$ cat config.mk
export PLATFORM = sky130hd
export DESIGN_NAME = lcd_addr_gen
export DESIGN_NICKNAME = d
export VERILOG_FILES = /design/src/rtl/lcd_addr_pkg.sv /design/src/rtl/lcd_rst_sync.sv /design/src/rtl/lcd_addr_limits.sv /design/src/rtl/lcd_axis_step.sv /design/src/rtl/lcd_addr_gen.sv
export SDC_FILE = /design/constraint.sdc
export NUM_CORES = 1
export LEC_CHECK = 0
export ABC_AREA = 1
export BUFFER_PORTS_ARGS = -buffer_cell sky130_fd_sc_hd__buf_2
export CAP_MARGIN = 30
export CORE_UTILIZATION = 35
export CTS_CLUSTER_SIZE = 12
export DETAILED_ROUTE_END_ITERATION = 12
export HOLD_SLACK_MARGIN = 0.02
export SYNTH_ARGS = -nofsm -noshare
export SYNTH_HDL_FRONTEND = slang
export SYNTH_SLANG_ARGS = --single-unit
$ cat constraint.sdc
create_clock -name clk -period 0.8 [get_ports clk]
set_clock_uncertainty 0.15 [all_clocks]
set_input_delay 0.16 -clock clk [delete_from_list [all_inputs] [get_ports clk]]
set_output_delay 0.16 -clock clk [all_outputs]
set_load 0.02 [all_outputs]
$ cat src/rtl/lcd_addr_pkg.sv
package lcd_addr_pkg;
  localparam int unsigned XW = 3;
  localparam int unsigned YW = 5;
  localparam int unsigned RW = XW + YW;

  typedef enum logic [1:0] {
    DUTY_8  = 2'b00,
    DUTY_16 = 2'b01,
    DUTY_32 = 2'b10,
    DUTY_32B = 2'b11
  } duty_e;
endpackage

$ cat src/rtl/lcd_rst_sync.sv
module lcd_rst_sync #(
  parameter int unsigned STAGES = 2
) (
  input  logic clk,
  input  logic rst_n,
  output logic srst_n
);
  logic [STAGES-1:0] chain_q;

  always_ff @(posedge clk or negedge rst_n) begin
    if (!rst_n) chain_q <= '0;
    else        chain_q <= {chain_q[STAGES-2:0], 1'b1};
  end

  assign srst_n = chain_q[STAGES-1];
endmodule

$ cat src/rtl/lcd_addr_limits.sv
module lcd_addr_limits
  import lcd_addr_pkg::*;
(
  input  logic          clk,
  input  logic          srst_n,
  input  logic [1:0]    duty,
  input  logic          seg_opt,
  output logic [XW-1:0] max_x,
  output logic [YW-1:0] max_y
);
  always_comb begin
    unique case (duty_e'(duty))
      DUTY_8:  max_y = YW'(7);
      DUTY_16: max_y = YW'(15);
      default: max_y = YW'(31);
    endcase
  end

  always_comb begin
    max_x = XW'(7);
    if (seg_opt) begin
      unique case (duty_e'(duty))
        DUTY_8:  max_x = XW'(7);
        DUTY_16: max_x = XW'(6);
        default: max_x = XW'(4);
      endcase
    end
  end

  // the Y limit is one of the three duty values
  p_ylim_legal_r9: assert property (@(posedge clk) disable iff (!srst_n)
    (max_y == YW'(7)) || (max_y == YW'(15)) || (max_y == YW'(31)));
  // without the segment option, X spans the whole field
  p_xlim_full_r10: assert property (@(posedge clk) disable iff (!srst_n)
    !seg_opt |-> (max_x == XW'(7)));
endmodule

$ cat src/rtl/lcd_axis_step.sv
module lcd_axis_step #(
  parameter int unsigned W = 3
) (
  input  logic [W-1:0] cur,
  input  logic [W-1:0] lim,
  input  logic         adv,
  output logic         at_top,
  output logic [W-1:0] nxt
);
  always_comb begin
    at_top = (cur >= lim);
    if (!adv)        nxt = cur;
    else if (at_top) nxt = '0;
    else             nxt = cur + W'(1);
  end
endmodule

$ cat src/rtl/lcd_addr_gen.sv
module lcd_addr_gen
  import lcd_addr_pkg::*;
#(
  parameter int unsigned SYNC_STAGES = 2
) (
  input  logic          clk,
  input  logic          rst_n,
  input  logic          reg_wr,
  input  logic [RW-1:0] reg_wdata,
  input  logic          acc_valid,
  input  logic          acc_write,
  input  logic          inc_x,
  input  logic          rmw_mode,
  input  logic [1:0]    duty,
  input  logic          seg_opt,
  output logic [XW-1:0] x_addr,
  output logic [YW-1:0] y_addr
);
  logic          srst_n;
  logic [XW-1:0] max_x;
  logic [YW-1:0] max_y;
  logic [XW-1:0] x_q, x_d, x_step;
  logic [YW-1:0] y_q, y_d, y_step;
  logic          x_top, y_top;
  logic          qual, x_adv, y_adv, addr_en;

  lcd_rst_sync #(.STAGES(SYNC_STAGES)) u_rst (
    .clk(clk), .rst_n(rst_n), .srst_n(srst_n)
  );

  lcd_addr_limits u_lim (
    .clk(clk), .srst_n(srst_n), .duty(duty), .seg_opt(seg_opt),
    .max_x(max_x), .max_y(max_y)
  );

  assign qual  = acc_valid && (acc_write != rmw_mode);
  assign x_adv = qual && (inc_x || y_top);
  assign y_adv = qual && (!inc_x || x_top);

  lcd_axis_step #(.W(XW)) u_xstep (
    .cur(x_q), .lim(max_x), .adv(x_adv), .at_top(x_top), .nxt(x_step)
  );
  lcd_axis_step #(.W(YW)) u_ystep (
    .cur(y_q), .lim(max_y), .adv(y_adv), .at_top(y_top), .nxt(y_step)
  );

  always_comb begin
    addr_en = reg_wr || qual;
    if (reg_wr) begin
      x_d = reg_wdata[RW-1:YW];
      y_d = reg_wdata[YW-1:0];
    end else begin
      x_d = x_step;
      y_d = y_step;
    end
  end

  always_ff @(posedge clk or negedge srst_n) begin
    if (!srst_n) begin
      x_q <= '0;
      y_q <= '0;
    end else if (addr_en) begin
      x_q <= x_d;
      y_q <= y_d;
    end
  end

  assign x_addr = x_q;
  assign y_addr = y_q;

  // reset leaves both coordinates at zero
  p_reset_zero_r1: assert property (@(posedge clk)
    !srst_n |=> (x_addr == '0) && (y_addr == '0));
  // a register write is loaded, even with an access in the same cycle
  p_load_wins_r3: assert property (@(posedge clk) disable iff (!srst_n)
    reg_wr |=> ({x_addr, y_addr} == $past(reg_wdata)));
  // no qualifying access and no write means the address holds
  p_hold_r4: assert property (@(posedge clk) disable iff (!srst_n)
    (!reg_wr && !(acc_valid && (acc_write != rmw_mode))) |=>
      ($stable(x_addr) && $stable(y_addr)));
  // X-fast step below the limit leaves Y alone
  p_xfast_step_r5: assert property (@(posedge clk) disable iff (!srst_n)
    (!reg_wr && qual && inc_x && !x_top) |=>
      (x_addr == $past(x_addr) + XW'(1)) && $stable(y_addr));
  // Y-fast step below the limit leaves X alone
  p_yfast_step_r7: assert property (@(posedge clk) disable iff (!srst_n)
    (!reg_wr && qual && !inc_x && !y_top) |=>
      (y_addr == $past(y_addr) + YW'(1)) && $stable(x_addr));
  // a wrap of the fast axis always lands on zero
  p_fast_wrap_r8: assert property (@(posedge clk) disable iff (!srst_n)
    (!reg_wr && qual && !inc_x && y_top) |=> (y_addr == '0));
endmodule

==> summary.md, run 1 <==
| Metric | Value |
|---|---|
| CTS buffer count | `3` |
| Pre-antenna DRT Iters | `4` |
| WHS | `-0.006506 ns` |
| Crit Reg-Reg Endpoint | `y_addr[1]$_DFFE_PN0P_` |
| Vias per inst | `4.642` |
| Die ar. | `2513 um2` |
| P&R area growth vs syn | `74.07%` |
| Total track usage | `19.83%` |
| CTS H-tree depth | `1` |
| Post-DRT Antenna Nets | `0` |
| WP data arrival | `1.49 ns` |
| Cells after DPL | `193` |
| Synthesis-stage register bit count | `10` |
| CTS root buf | `clkbuf_4` |
| Final hold violation count | `4` |
| N_diodes | `0` |
| CTS sink cnt | `10` |
| Status | `complete, but fails checks` |
| Failing checks | `negative hold slack, negative setup slack` |
| Placer congestion estimate | `0.8096` |
| DR WL/cell | `10.79 um` |
| Die span in y | `50.13 um` |
| Top-area cell type share of the netlist area | `30.86%` |
| Pwr Total | `3.079 mW` |
| Post-Syn Instances | `122` |
| Via count | `933` |
| CP Launch Point | `y_addr[4]$_DFFE_PN0P_` |
| Worst Path Max Fanout | `4` |
| Critical path data required time | `0.79 ns` |
| Worst setup margin | `-0.6983 ns` |
| Filler Cells Inserted | `between 150 and 200` |
| Clk_lat worst skew | `0.27 ns` |
| CTS tree | `built` |
| DRC marker count from the first detailed-route iteration | `20` |
| Die Wd | `50.13 um` |
| Final worst path period share | `187.3%` |
| Ports | `26` |
| Initial antenna violation count | `0` |
| CTS clk-pin slew, worst paths | `approximately 0.070 ns` |
| Endpoints failing setup | `16` |
| Worst Setup Path Type | `reg2reg` |
| Post-detail-place hpwl | `between 1500 and 2000 um` |
| Max_cap viols | `0` |
| Core area | `2191 um2` |
| FMAX | `667.4 MHz` |
| Area leader, netlist | `dfrtp_1` |
| Crit. End Element | `register` |
| Crit path time final | `about 1.5 ns` |
| First-pass GRT wire length | `3808 um` |
| Gr ovfl total | `0` |
| I/O Buffers | `25` |
| DRC | `0` |
| Ys Warns | `0` |
| DRT Wirelength | `2168 um` |
| Synth unique cells | `20` |
| Worst R2R Start | `y_addr[4]$_DFFE_PN0P_` |
| Nets | `199` |
| Starting Density | `37.01%` |
| Min-Delay Path Class | `reg2async` |
| Clock Path Buffers | `2` |
| Largest net degree at the start of global routing | `9` |
| Reg2Reg Setup Slack | `-0.70 ns` |
| Fin. max-slew vios | `0` |
| Synth area leaders | `dfrtp_1, nand2_1, ha_1` |
| Reg2Reg Depth | `9` |
| Total power per unit cell area | `2182 nW/um2` |
| Sequential area share after synthesis | `a little under a third` |
| Syn Nets | `146` |
| Fin cells | `201` |
| Avg Inst Size Synth | `around 6.6 um2` |
| Leakage power | `0.7446 nW` |
| Cell row count | `17` |
| Post-Synthesis Cell Area | `~810 um2` |
| RSZ-0062 raised after global routing | `true` |
| Worst vdd ir | `about 1300 uV` |
| Pre-CTS setup slack | `-0.8059 ns` |
| Fraction of layout cells with a size suffix above 1 | `50.87%` |
| Startpoint Class | `register` |
| Vias in the first global route | `900` |
## cell families after synthesis
family	synth area share [%]
compound gates	4.166
other cells	0.4625
fa+ha+maj	9.259
simple gates	47.53
flops	30.86
buf+inv	7.715
## area by class of cell
cell class,count,area [um2],area share (%)
timing repair buffer,49,395.4,28.01
multi-input combinational,96,634.4,44.95
sequential,10,260.3,18.44
clock buffer,3,22.52,1.596
inverter,15,63.81,4.521
tap,28,35.03,2.482
## through the flow
stage / util [%] / area (um2) / setup TNS (ns)
6_report: 64.42 / 1411 / -9.198
5_1_grt: 64.42 / 1411 / -10.00
4_1_cts: 62.59 / 1371 / -9.348
3_5_place_dp: 55.85 / 1224 / -7.872
3_3_place_gp: 55.85 / 1224 / -7.813
2_1_floorplan: - / 925.9 / -5.153
## critical path, cell delays in order (launching register included)
cell,delay [ns]
dfrtp_2,0.43
ha_4,0.29
nand2_2,0.05
inv_2,0.06
nand2_4,0.06
buf_6,0.11
nand3b_1,0.07
nand2_1,0.05
nand2_1,0.05
nand2_1,0.05
## registers in the layout, indices dropped and copies added (netlist names)
register / cells
x_addr: 3
u_rst.chain_q: 2
y_addr: 5
## power breakdown
group	switching (mW)	leakage [nW]	internal, mW
logic	0.899	0.619	1.01
registers	0.180	0.112	0.644
clock network	0.172	0.0138	0.173
## synth_stat cells
library cell and instances:
ha_1 6, nor2_1 15, buf_2 1, nand4_2 1, nand2_1 46, nand3_1 9, inv_1 13, nand4_1 3
nand3b_1 1, nand2_4 2, nand3_2 3, dfrtp_1 10, nor3b_1 1, clkinv_2 1, inv_2 1, conb_1 1
a21oi_2 1, a21oi_1 2, o21ai_0 3, nand2_2 2
## worst max-delay path by stage
stage	endpoint	depth (start not counted)
2_1_floorplan	x_addr[0]$_DFFE_PN0P_	7
3_3_place_gp	y_addr[2]$_DFFE_PN0P_	10
3_5_place_dp	y_addr[2]$_DFFE_PN0P_	10
4_1_cts	y_addr[1]$_DFFE_PN0P_	9
5_1_grt	y_addr[0]$_DFFE_PN0P_	9
6_report	y_addr[1]$_DFFE_PN0P_	9
## routing by layer
layer | GRT usage [%] | part of all wire, % | vias up
met3 | 5.455 | 3.7 | 0
met1 | 25.24 | 47 | 429
met4 | 3.333 | 0 | 0
li1 | - | - | 490
met2 | 33.56 | 49 | 14
met5 | 0 | 0 | -
## layout by cell type (no fill, tap or decap), types with 2 or more instances in the layout
| cell | Yosys | final |
|---|---|---|
| a21oi_1 | 2 | 2 |
| o21ai_1 | 0 | 2 |
| inv_2 | 1 | 3 |
| nand2_2 | 2 | 3 |
| nand3_4 | 0 | 2 |
| inv_1 | 13 | 10 |
| clkbuf_4 | 0 | 3 |
| nand2_4 | 2 | 4 |
| buf_6 | 0 | 18 |
| nor2_2 | 0 | 3 |
| dfrtp_2 | 0 | 8 |
| ha_4 | 0 | 5 |
| buf_2 | 1 | 17 |
| dfrtp_1 | 10 | 2 |
| buf_4 | 0 | 13 |
| nand3_2 | 3 | 4 |
| nand3_1 | 9 | 6 |
| nand4_1 | 3 | 3 |
| nand2_1 | 46 | 43 |
| nor2_1 | 15 | 12 |
## repair_timing
item / 4_1_cts / 5_1_grt
endpoints found under the hold margin: 6 / 0
hold buffers: 1 / 0
setup endpoints to repair: 16 / 16
pin swaps: 8 / 8
setup buffers: 3 / 1
resized for setup: 30 / 11
Power figures use the tool's default switching activity.
==> run 2, diff against run 1 <==
Settings changed: BUFFER_PORTS_ARGS -buffer_cell sky130_fd_sc_hd__buf_2 to unset, CORE_UTILIZATION 35 to 53, DONT_BUFFER_PORTS set to 1, PLACE_DENSITY set to 0.71.
==> run 2 against run 1 <==
The run still ends with negative hold slack, negative setup slack left. Cell area fell by 14%. Non-clock buffer count fell by 31. Clock-buffer cell count increased by 1. Routed wire length up 21%. Sequential share of layout area increased by 3.1 points. Flip-flop and latch count is the same. First-iteration DRC count rose by 80%. Global-route usage grew 9.0 points. Hold slack lost 0.031 ns. Sequential power is 3.2% higher. Cell count shrank 21%. Critical path type unchanged. Largest cell class unchanged. Largest power group unchanged.
==> summary.md, run 2 (synthesis gave the netlist of run 1 again) <==
| Metric | Value |
|---|---|
| Most common cell after layout, fill and taps aside | `nand2_1 (unchanged)` |
| Die span in y | `41.11 um (was 50.13 um)` |
| Crit. End Element | `register (unchanged)` |
| Placer congestion estimate | `0.8347 (was 0.8096)` |
| Core area | `1366 um2 (was 2191 um2)` |
| Post-detail-place hpwl | `1573 um (was 1743 um)` |
| CP Launch Point | `x_addr[0]$_DFFE_PN0P_ (was y_addr[4]$_DFFE_PN0P_)` |
| Reg area | `260.3 um2 (unchanged)` |
| Nets | `168 (was 199)` |
| Status | `complete, but fails checks (unchanged)` |
| Finished Cell Area | `1209 um2 (was 1411 um2)` |
| Pre-antenna DRT Iters | `6 (was 4)` |
| Vias per inst | `5.873 (was 4.642)` |
| Cell row count | `13 (was 17)` |
| Largest delay share family, worst path | `simple AND/OR/NAND/NOR gates (was flip-flops)` |
| Fin cells | `158 (was 201)` |
| Most frequent cells in the layout | `nand2_1, nor2_1, inv_1 (was nand2_1, buf_6, buf_2)` |
| DRC | `0 (unchanged)` |
| GRT met1 Usage | `32.54% (was 25.24%)` |
| Fraction of layout cells with a size suffix above 1 | `44.76% (was 50.87%)` |
| Via count | `928 (was 933)` |
| Grt met2 use | `56.25% (was 33.56%)` |
| CTS tree | `built (unchanged)` |
| CTS buffer count | `3 (unchanged)` |
| Endpoints failing setup | `16 (unchanged)` |
| Worst stage delay on the critical path | `0.44 ns (was 0.43 ns)` |
| Filler Cells Inserted | `78 (was 189)` |
| Pwr Total | `3.011 mW (was 3.079 mW)` |
| FMAX | `648.5 MHz (was 667.4 MHz)` |
| Hold path start | `reg_wr` |
| Routing usage on met3 | `3.261% (was 5.455%)` |
| Worst setup margin | `-0.7420 ns (was -0.6983 ns)` |
| Setup tns final | `-9.073 ns (was -9.198 ns)` |
| Die Wd | `41.11 um (was 50.13 um)` |
| Crit-path cells | `inv_2 -> ha_4 -> nand3_4 -> nand4_4 -> nand2_4 -> inv_2 -> nand2_1 -> nand2_1 (was ha_4 -> nand2_2 -> inv_2 -> nand2_4 -> buf_6 -> nand3b_1 -> nand2_1 -> nand2_1 -> nand2_1)` |
| Worst Path Max Fanout | `5 (was 4)` |
| Initial antenna violation count | `0 (unchanged)` |
| P&R area growth vs syn | `49.07% (was 74.07%)` |
| Crit path time final | `1.542 ns (was 1.498 ns)` |
| CTS clk-pin slew, worst paths | `0.07 ns (about the same)` |
| WP data arrival | `1.54 ns (was 1.49 ns)` |
| Final worst path period share | `192.7% (was 187.3%)` |
| Worst vdd ir | `1881 uV (was 1334 uV)` |
| Slowest CP cell | `dfrtp_2 (unchanged)` |
| Worst R2R Start | `x_addr[0]$_DFFE_PN0P_ (was y_addr[4]$_DFFE_PN0P_)` |
| I/O Buffers | `0 (was 25)` |
| Clk_lat worst skew | `0.26 ns (was 0.27 ns)` |
| Hold depth | `4` |
| First-pass GRT wire length | `3070 um (was 3808 um)` |
| Critical path data required time | `0.80 ns (was 0.79 ns)` |
| CTS root buf | `clkbuf_4 (unchanged)` |
| DRC marker count from the first detailed-route iteration | `36 (was 20)` |
| Reg2Reg Depth | `8 (was 9)` |
| DP Area | `1045 um2 (was 1224 um2)` |
| WHS | `-0.03737 ns (was -0.006506 ns)` |
| CTS sink cnt | `10 (unchanged)` |
| Max_cap viols | `0 (unchanged)` |
| DRT Wirelength | `2615 um (was 2168 um)` |
| Multi-input gate area | `660.6 um2 (was 634.4 um2)` |
| Vias in the first global route | `743 (was 900)` |
| Failing checks | `negative hold slack, negative setup slack (unchanged)` |
| Pre-CTS setup slack | `-0.6887 ns (was -0.8059 ns)` |
| Max reg flops | `5 (unchanged)` |
| Reg2Reg Setup Slack | `-0.74 ns (was -0.70 ns)` |
| Ports | `26 (unchanged)` |
| Total track usage | `28.88% (was 19.83%)` |
| Worst Setup Path Type | `reg2reg (unchanged)` |
| Starting Density | `59.34% (was 37.01%)` |
| GR peak layer | `met2 (unchanged)` |
| Die ar. | `1690 um2 (was 2513 um2)` |
| Post-DRT Antenna Nets | `0 (unchanged)` |
| Largest net degree at the start of global routing | `14 (was 9)` |
| DR WL/cell | `16.55 um (was 10.79 um)` |
| N_diodes | `0 (unchanged)` |
| Hold EP | `y_addr[0]$_DFFE_PN0P_` |
| # hold bufs at CTS | `1 (unchanged)` |
| Clock Path Buffers | `2 (unchanged)` |
| WP buf/inv | `2 (unchanged)` |
| Layout Utilization | `88.46% (was 64.42%)` |
| Min-Delay Path Class | `in2reg (was reg2async)` |
| RSZ-0062 raised after global routing | `true (unchanged)` |
| Final hold violation count | `14 (was 4)` |
| Cells after DPL | `150 (was 193)` |
| Crit Reg-Reg Endpoint | `y_addr[1]$_DFFE_PN0P_ (unchanged)` |
| Total power per unit cell area | `2491 nW/um2 (was 2182 nW/um2)` |
| CTS H-tree depth | `1 (unchanged)` |
| Fin. max-slew vios | `0 (unchanged)` |
| Gr ovfl total | `0 (unchanged)` |
| Startpoint Class | `register (unchanged)` |
| Leakage power | `0.6120 nW (was 0.7446 nW)` |
| CP Depth | `8 (was 9)` |
run 2: changes by cell type in the layout (fill, tap and decap cells not counted), moves of 4 or more:
cell     before  now
buf_2        17    0
buf_6        18    9
buf_4        13    8
nand2_1      43   39
nand2_2       3    7
run 2: how the worst max path moves through the flow:
stage	end
final	y_addr[1]$_DFFE_PN0P_
after CTS	x_addr[2]$_DFFE_PN0P_
after detailed placement	x_addr[0]$_DFFE_PN0P_
after global placement	x_addr[2]$_DFFE_PN0P_
after floorplan	x_addr[0]$_DFFE_PN0P_
after global routing	x_addr[0]$_DFFE_PN0P_
run 2: routing by layer:
| layer | up-vias | wire length [um] |
|---|---|---|
| li1 | 428 | - |
| met1 | 434 | 984 |
| met2 | 52 | 1395 |
| met3 | 14 | 182 |
| met4 | 0 | 53 |
| met5 | - | 0 |
run 2: layout make-up:
type	instances	area share, %
multi-input combinational	96	54.66
sequential	10	21.53
timing repair buffer	18	14.18
inverter	15	5.072
clock buffer	4	3.002
tap	15	1.553
run 2: where the power goes:
part	leakage, nW	internal, mW	total [mW]	switching, mW
Clock	0.0210	0.276	0.457	0.180
Combinational	0.479	0.792	1.70	0.913
Sequential	0.112	0.644	0.850	0.206
run 2: timing repair:
action,CTS,global route
resized for setup,13,17
setup buffers,0,3
setup endpoints to repair,16,16
pin swaps,8,7
hold endpoints to repair,17,14
run 2: worst min-delay path: stages:
cell and delay (ns):
nand2_1 0.04, nand2_1 0.05, nand2_1 0.05, nand2_1 0.05
